[config.mk]
export PLATFORM = sky130hd
export DESIGN_NAME = modem_status_tracker
export DESIGN_NICKNAME = d
export VERILOG_FILES = /design/src/rtl/msr_pkg.sv /design/src/rtl/msr_sync.sv /design/src/rtl/msr_src_mux.sv /design/src/rtl/msr_delta.sv /design/src/rtl/modem_status_tracker.sv
export SDC_FILE = /design/constraint.sdc
export NUM_CORES = 1
export LEC_CHECK = 0
export BUFFER_PORTS_ARGS = -buffer_cell sky130_fd_sc_hd__buf_2
export CAP_MARGIN = 0
export CORE_AREA = 2 2 39 41
export CTS_CLUSTER_DIAMETER = 200
export DETAILED_ROUTE_END_ITERATION = 10
export DIE_AREA = 0 0 41 43
export GPL_TIMING_DRIVEN = 0
export PLACE_DENSITY = 0.79
export SYNTH_ARGS = -nofsm -noshare
export SYNTH_HDL_FRONTEND = slang
export SYNTH_SLANG_ARGS = --single-unit
[constraint.sdc]
create_clock -name clk -period 2.25 [get_ports clk]
set_input_delay 0.1125 -clock clk [delete_from_list [all_inputs] [get_ports clk]]
set_output_delay 0.1125 -clock clk [all_outputs]
set_load 0.01 [all_outputs]
[src/rtl/msr_pkg.sv]
package msr_pkg;
  localparam int NLINES = 4;
  // Level / flag bit order inside a nibble
  localparam int B_CTS = 0;
  localparam int B_DSR = 1;
  localparam int B_RI  = 2;
  localparam int B_DCD = 3;
  // DCD, DSR, CTS asserted after reset; RI low
  localparam logic [NLINES-1:0] RST_LEVELS = 4'b1011;
  typedef logic [NLINES-1:0] nib_t;
endpackage

[src/rtl/msr_sync.sv]
module msr_sync #(
  parameter int W      = 4,
  parameter int STAGES = 2,
  parameter logic [W-1:0] RST_VAL = '0
) (
  input  logic         clk,
  input  logic         rst,
  input  logic [W-1:0] d,
  output logic [W-1:0] q
);
  logic [W-1:0] st [STAGES];

  always_ff @(posedge clk) begin
    if (rst) st[0] <= RST_VAL;
    else     st[0] <= d;
  end

  for (genvar i = 1; i < STAGES; i++) begin : g_stage
    always_ff @(posedge clk) begin
      if (rst) st[i] <= RST_VAL;
      else     st[i] <= st[i-1];
    end
  end

  assign q = st[STAGES-1];
endmodule

[src/rtl/msr_src_mux.sv]
module msr_src_mux
  import msr_pkg::*;
(
  input  nib_t       pins_sync,
  input  logic       loop_en,
  input  logic [3:0] mctl,
  output nib_t       src
);
  nib_t loop_lvl;

  always_comb begin
    loop_lvl        = '0;
    loop_lvl[B_CTS] = mctl[1];
    loop_lvl[B_DSR] = mctl[0];
    loop_lvl[B_RI]  = mctl[2];
    loop_lvl[B_DCD] = mctl[3];
    src = loop_en ? loop_lvl : pins_sync;
  end
endmodule

[src/rtl/msr_delta.sv]
module msr_delta #(
  parameter int W      = 4,
  parameter int FALL_BIT = 2,
  parameter logic [W-1:0] RST_LVL = '0
) (
  input  logic         clk,
  input  logic         rst,
  input  logic [W-1:0] src,
  input  logic         clr,
  output logic [W-1:0] lvl_q,
  output logic [W-1:0] flg_q
);
  logic [W-1:0] chg;

  always_comb begin
    chg = lvl_q ^ src;
    // falling-edge-only line
    chg[FALL_BIT] = lvl_q[FALL_BIT] & ~src[FALL_BIT];
  end

  always_ff @(posedge clk) begin
    if (rst) begin
      lvl_q <= RST_LVL;
      flg_q <= '0;
    end else begin
      lvl_q <= src;
      flg_q <= (clr ? '0 : flg_q) | chg;
    end
  end
endmodule

[src/rtl/modem_status_tracker.sv]
module modem_status_tracker
  import msr_pkg::*;
#(
  parameter int SYNC_STAGES = 2
) (
  input  logic       clk,
  input  logic       rst,
  input  logic       pin_cts,
  input  logic       pin_dsr,
  input  logic       pin_ri,
  input  logic       pin_dcd,
  input  logic       loop_en,
  input  logic [3:0] mctl,
  input  logic       irq_en,
  input  logic       rd_stb,
  output logic [7:0] msr_q,
  output logic       irq
);
  nib_t pins_raw, pins_sync, src_lvl, lvl_q, flg_q;

  always_comb begin
    pins_raw        = '0;
    pins_raw[B_CTS] = pin_cts;
    pins_raw[B_DSR] = pin_dsr;
    pins_raw[B_RI]  = pin_ri;
    pins_raw[B_DCD] = pin_dcd;
  end

  msr_sync #(.W(NLINES), .STAGES(SYNC_STAGES), .RST_VAL(RST_LEVELS)) u_sync (
    .clk(clk), .rst(rst), .d(pins_raw), .q(pins_sync)
  );

  msr_src_mux u_mux (
    .pins_sync(pins_sync), .loop_en(loop_en), .mctl(mctl), .src(src_lvl)
  );

  msr_delta #(.W(NLINES), .FALL_BIT(B_RI), .RST_LVL(RST_LEVELS)) u_delta (
    .clk(clk), .rst(rst), .src(src_lvl), .clr(rd_stb),
    .lvl_q(lvl_q), .flg_q(flg_q)
  );

  assign msr_q = {lvl_q, flg_q};
  assign irq   = irq_en & (|flg_q);
endmodule

# Word level (Yosys, flattened, before mapping)

Memories as Yosys holds them, arrays and structs flattened.
Cells that the tools add are included.

Register bits: 8
Bits in latches: 0
Bits in writable memories: 8
ROM bits: 0
Input port bits: 13
Output and inout port bits: 9
Word-level logic and storage cells: 18
Memories kept: 1

Memories:

| memory    | words | width | rd ports | clocked after memory_dff | wr ports | RTL line       | source |
|---|---|---|---|---|---|---|---|
| u_sync.st | 2     | 4     | 2        | 0                        | 2        | msr_sync.sv:11 | `logic [W-1:0] st [STAGES];` |

Add/sub/neg operators: 0
Multipliers: 0
Div/mod/pow operators: 0
Order comparisons: 0
Eq/ne operators: 0
Shifts and indexed selects: 0
Mux-type cells: 7
Bitwise operators: 7
Reduce and logical (&&, ||, !) cells: 1

Operators with widths:

| operator           | count |
|---|---|
| 4-bit two-way mux  | 4 |
| 4-bit OR           | 1 |
| 4-bit OR reduction | 1 |
| 4-bit XOR          | 1 |
| 1-bit two-way mux  | 3 |
| 1-bit bitwise AND  | 2 |
| 1-bit OR           | 2 |
| 1-bit inverter     | 1 |

# Longest topological paths before layout

Depth after elaboration: 4
Depth in mapped cells: 4
Gate-level depth less buffers: 3

# Hierarchy

A second synthesis with hierarchy kept.

Cells, all modules: 45
Area, all modules: 529.3 µm²

Modules (own cells, without submodules):

| module               | times used | cells an instance | area an instance (µm²) | seq. area each (µm²) |
|---|---|---|---|---|
| msr_delta            | 1          | 24                | 262.8                  | 160.2 |
| msr_sync             | 1          | 16                | 210.2                  | 160.2 |
| msr_src_mux          | 1          | 4                 | 45.0                   | 0.0 |
| modem_status_tracker | 1          | 1                 | 11.3                   | 0.0 |

# Worst setup path before layout

OpenSTA, ideal clock, no wires.

Kind: register to output
Start point: register u_delta.flg_q[1]
End point: output port irq
Arrival: 0.788 ns
Required time: 2.138 ns
Slack: 1.350 ns
Cell stages (with the launch flop): 2
Path buffers: 0
Cells stage by stage: dfxtp_1 > o41a_1

Longest elaborated chain between the ends: 2

RTL lines:

| element                | RTL line                   | source |
|---|---|---|
| start, declared        | msr_delta.sv:11            | `output logic [W-1:0] flg_q` |
| start signal, assigned | msr_delta.sv:27            | `flg_q <= (clr ? '0 : flg_q) \| chg;` |
| 4-bit OR reduction     | modem_status_tracker.sv:43 | `assign irq = irq_en & (\|flg_q);` |
| 1-bit bitwise AND      | modem_status_tracker.sv:43 |  |
| end, declared          | modem_status_tracker.sv:17 | `output logic irq` |

No other way between the ends.

# Worst setup path in the final report

Ends and elaborated chain as after synthesis.

==> flow_metrics.py <==
metrics = {
    "status": {
        "outcome": "complete, no violations",
    },
    "worst_setup_path": {
        "path_cells": "o41a_1, buf_2",
        "path_max_fanout": 3,
        "worstSetupEndpointType": "output port",
        "crit_start": "u_delta.flg_q[1]",
        "worst_setup_path_start_kind": "flop",
        "rr_startpoint": "u_sync.st[1][0]",
        "worstPathArrival_ps": 1160,
        "crit_type": "flop to output port",
        "slowest_stage": "o41a_1",
        "cp_slowest_stage_delay_ps": 410,
        "cp.required_ps": 2140,
    },
    "clocking": {
        "clock_latency_ps": 280,
        "htree_levels": 1,
        "cts_num_sinks": 16,
        "holdBufCountCts": 1,
        "clk_root_buffer_cell": "clkbuf_4",
        "clkTransAtPathRegs_ps": 90,
        "cts_tree": "done",
        "post_cts_buffers": 0,
        "cts_buffer_depth": 2,
        "cts_buffers": 3,
        "cts_resized": 0,
    },
    "cells_and_area": {
        "multi_input_area_sq_um": 210,
        "layout_common_cells": "buf_2, dfxtp_1, or2_2, nand2b_1, a21oi_1",
        "fin_cells": 88,
        "regArea_sq_um": 320,
        "final_common_cell": "buf_2",
        "diodes": 0,
        "syn2layout_area_growth_pct": 30.4,
        "fillers": 147,
        "finalNetCount": 86,
        "drive_gt1_share_pct": 48.6,
    },
    "timing": {
        "skew_ps": 0.383,
        "whs_ps": 7.19,
        "rsz0062_at_grt": "no",
        "hold_viol_final": 0,
        "setup_viol": 0,
        "fmaxAchievable_mhz": 786,
        "slew_violations": 0,
        "fin_crit_sh_pct": 56.6,
        "worstMarginPinSlew_ps": 198,
        "relSlewSlack_pct": 86.5,
        "period_minus_slack_ps": 1270,
        "timing.setup.tns_ps": 0,
    },
    "synth": {
        "ys_seq_area_share_pct": 58.6,
        "ys_ff_latch": 16,
        "synth_area_per_cell_sq_um": 11.6,
        "yosysUniqueCellTypes": 12,
        "netlist_area_sq_um": 547,
        "yosysWarnings": 0,
        "synth_fp_nets": 60,
        "synth_cells": 47,
    },
    "pwr": {
        "power_density_nw_per_um2": 780,
        "vdd_drop_max_uv": 375,
        "leakage_nw": 0.318,
    },
    "global_route": {
        "grt_pass1_wl_um": 1260,
        "grt_usage_pct": 10.9,
        "grt_max_degree": 11,
        "antenna_found_initial": 0,
        "grt-ovfl-total": 0,
        "grt_pass1_vias": 341,
    },
    "floorplanning": {
        "rows": 14,
        "dieHeight_um": 43,
        "fp.dieW_um": 41,
        "ios": 22,
        "die-area_sq_um": 1760,
        "core_sq_um": 1380,
        "start_util_pct": 39.5,
    },
    "drt": {
        "wl_per_cell_um": 9.45,
        "drt_pre_antenna_iters": 2,
        "post-route-drc-count": 0,
        "ant_nets": 0,
        "vias": 391,
        "drt_iter0_drc": 3,
        "wl_um": 832,
        "post_drt_via_cell_ratio": 4.44,
    },
    "hold_path": {
        "hp-start": "pin_dsr",
        "hold_path_class": "input port to flop",
    },
    "placed_design": {
        "gp_congestion": 0.584,
        "portBuffers": 20,
        "placedCellCount": 83,
    },
    "run": {
        "maxCapViolations": 0,
    },
}
-- synthesized netlist by cell type --
| cell | count | area share [%] |
|---|---|---|
| nor2b_1 | 3 | 3.4 |
| dfxtp_1 | 16 | 59 |
| o41a_1 | 1 | 2.1 |
| nor2_1 | 2 | 1.4 |
| xor2_1 | 3 | 4.8 |
| a21oi_1 | 4 | 3.7 |
| mux2i_2 | 3 | 7.6 |
| nand2b_1 | 6 | 6.9 |
| buf_6 | 1 | 2.1 |
| or2_2 | 6 | 6.9 |
| buf_2 | 1 | 0.91 |
| mux2i_1 | 1 | 1.8 |
-- layer usage --
layer / vias to the layer above / wire (um) / part of all wire, % / GRT usage, %
met5: - / 0 / 0 / 0
met4: 0 / 19 / 2.3 / 8.00
met3: 2 / 80 / 9.6 / 3.14
met2: 20 / 383 / 46 / 17.2
met1: 170 / 349 / 42 / 11.3
li1: 199 / - / - / -
-- critical path, delay by kind of cell, from the launching register on --
family,cells,cell delay (ps)
flops,1,330
compound gates,1,410
buf+inv,1,140
-- cell type report --
type,instances,share of cell area (%)
tap,16,2.81
clock buffer,4,5.09
sequential,16,44.9
buffer,2,2.28
multi-input combinational,29,29.5
timing repair buffer,21,15.4
-- metrics by stage --
stage / power (W) / area [sq um] / setup slack, ps / util (%)
after global routing: 0.000584 / 713 / 930 / 51.5
after detailed placement: 0.000379 / 667 / 1290 / 48.2
after CTS: 0.000565 / 713 / 962 / 51.5
final: 0.000556 / 713 / 977 / 51.5
after floorplan: 0.000351 / 547 / 1350 / -
after global placement: 0.000376 / 667 / 1300 / 48.2
-- sequential cells by signal, summed over array words and instances, names as in the netlist --
| signal | count |
|---|---|
| u_sync.st | 8 |
| u_delta.flg_q | 4 |
| u_delta.lvl_q | 4 |
-- logic make-up (layout without fill, tap and decap cells) --
| logic type | Yosys count | after routing | share of synthesized area (%) |
|---|---|---|---|
| buf+inv | 2 | 27 | 2.97 |
| flops | 16 | 16 | 58.6 |
| mux | 4 | 4 | 9.38 |
| xor+xnor | 3 | 3 | 4.81 |
| compound gates | 5 | 5 | 5.72 |
| simple gates | 17 | 17 | 18.5 |
-- report_power, final --
part           switching (W)  total (W)  internal [W]
logic              0.0000279  0.0000642     0.0000363
registers         0.00000795   0.000308      0.000300
clock network      0.0000861   0.000185     0.0000985
-- final timing paths --
| check | depth (start not counted) | slack (ps) | endpoint |
|---|---|---|---|
| worst max register to register | 3 | 1400 | u_delta.flg_q[0] |
| worst max-delay path | 2 | 980 | irq |
| worst min-delay path | 2 | 7 | u_sync.st[0][1] |
| worst min register to register | 1 | 420 | u_sync.st[1][1] |
(Power assumes the default switching activity.)
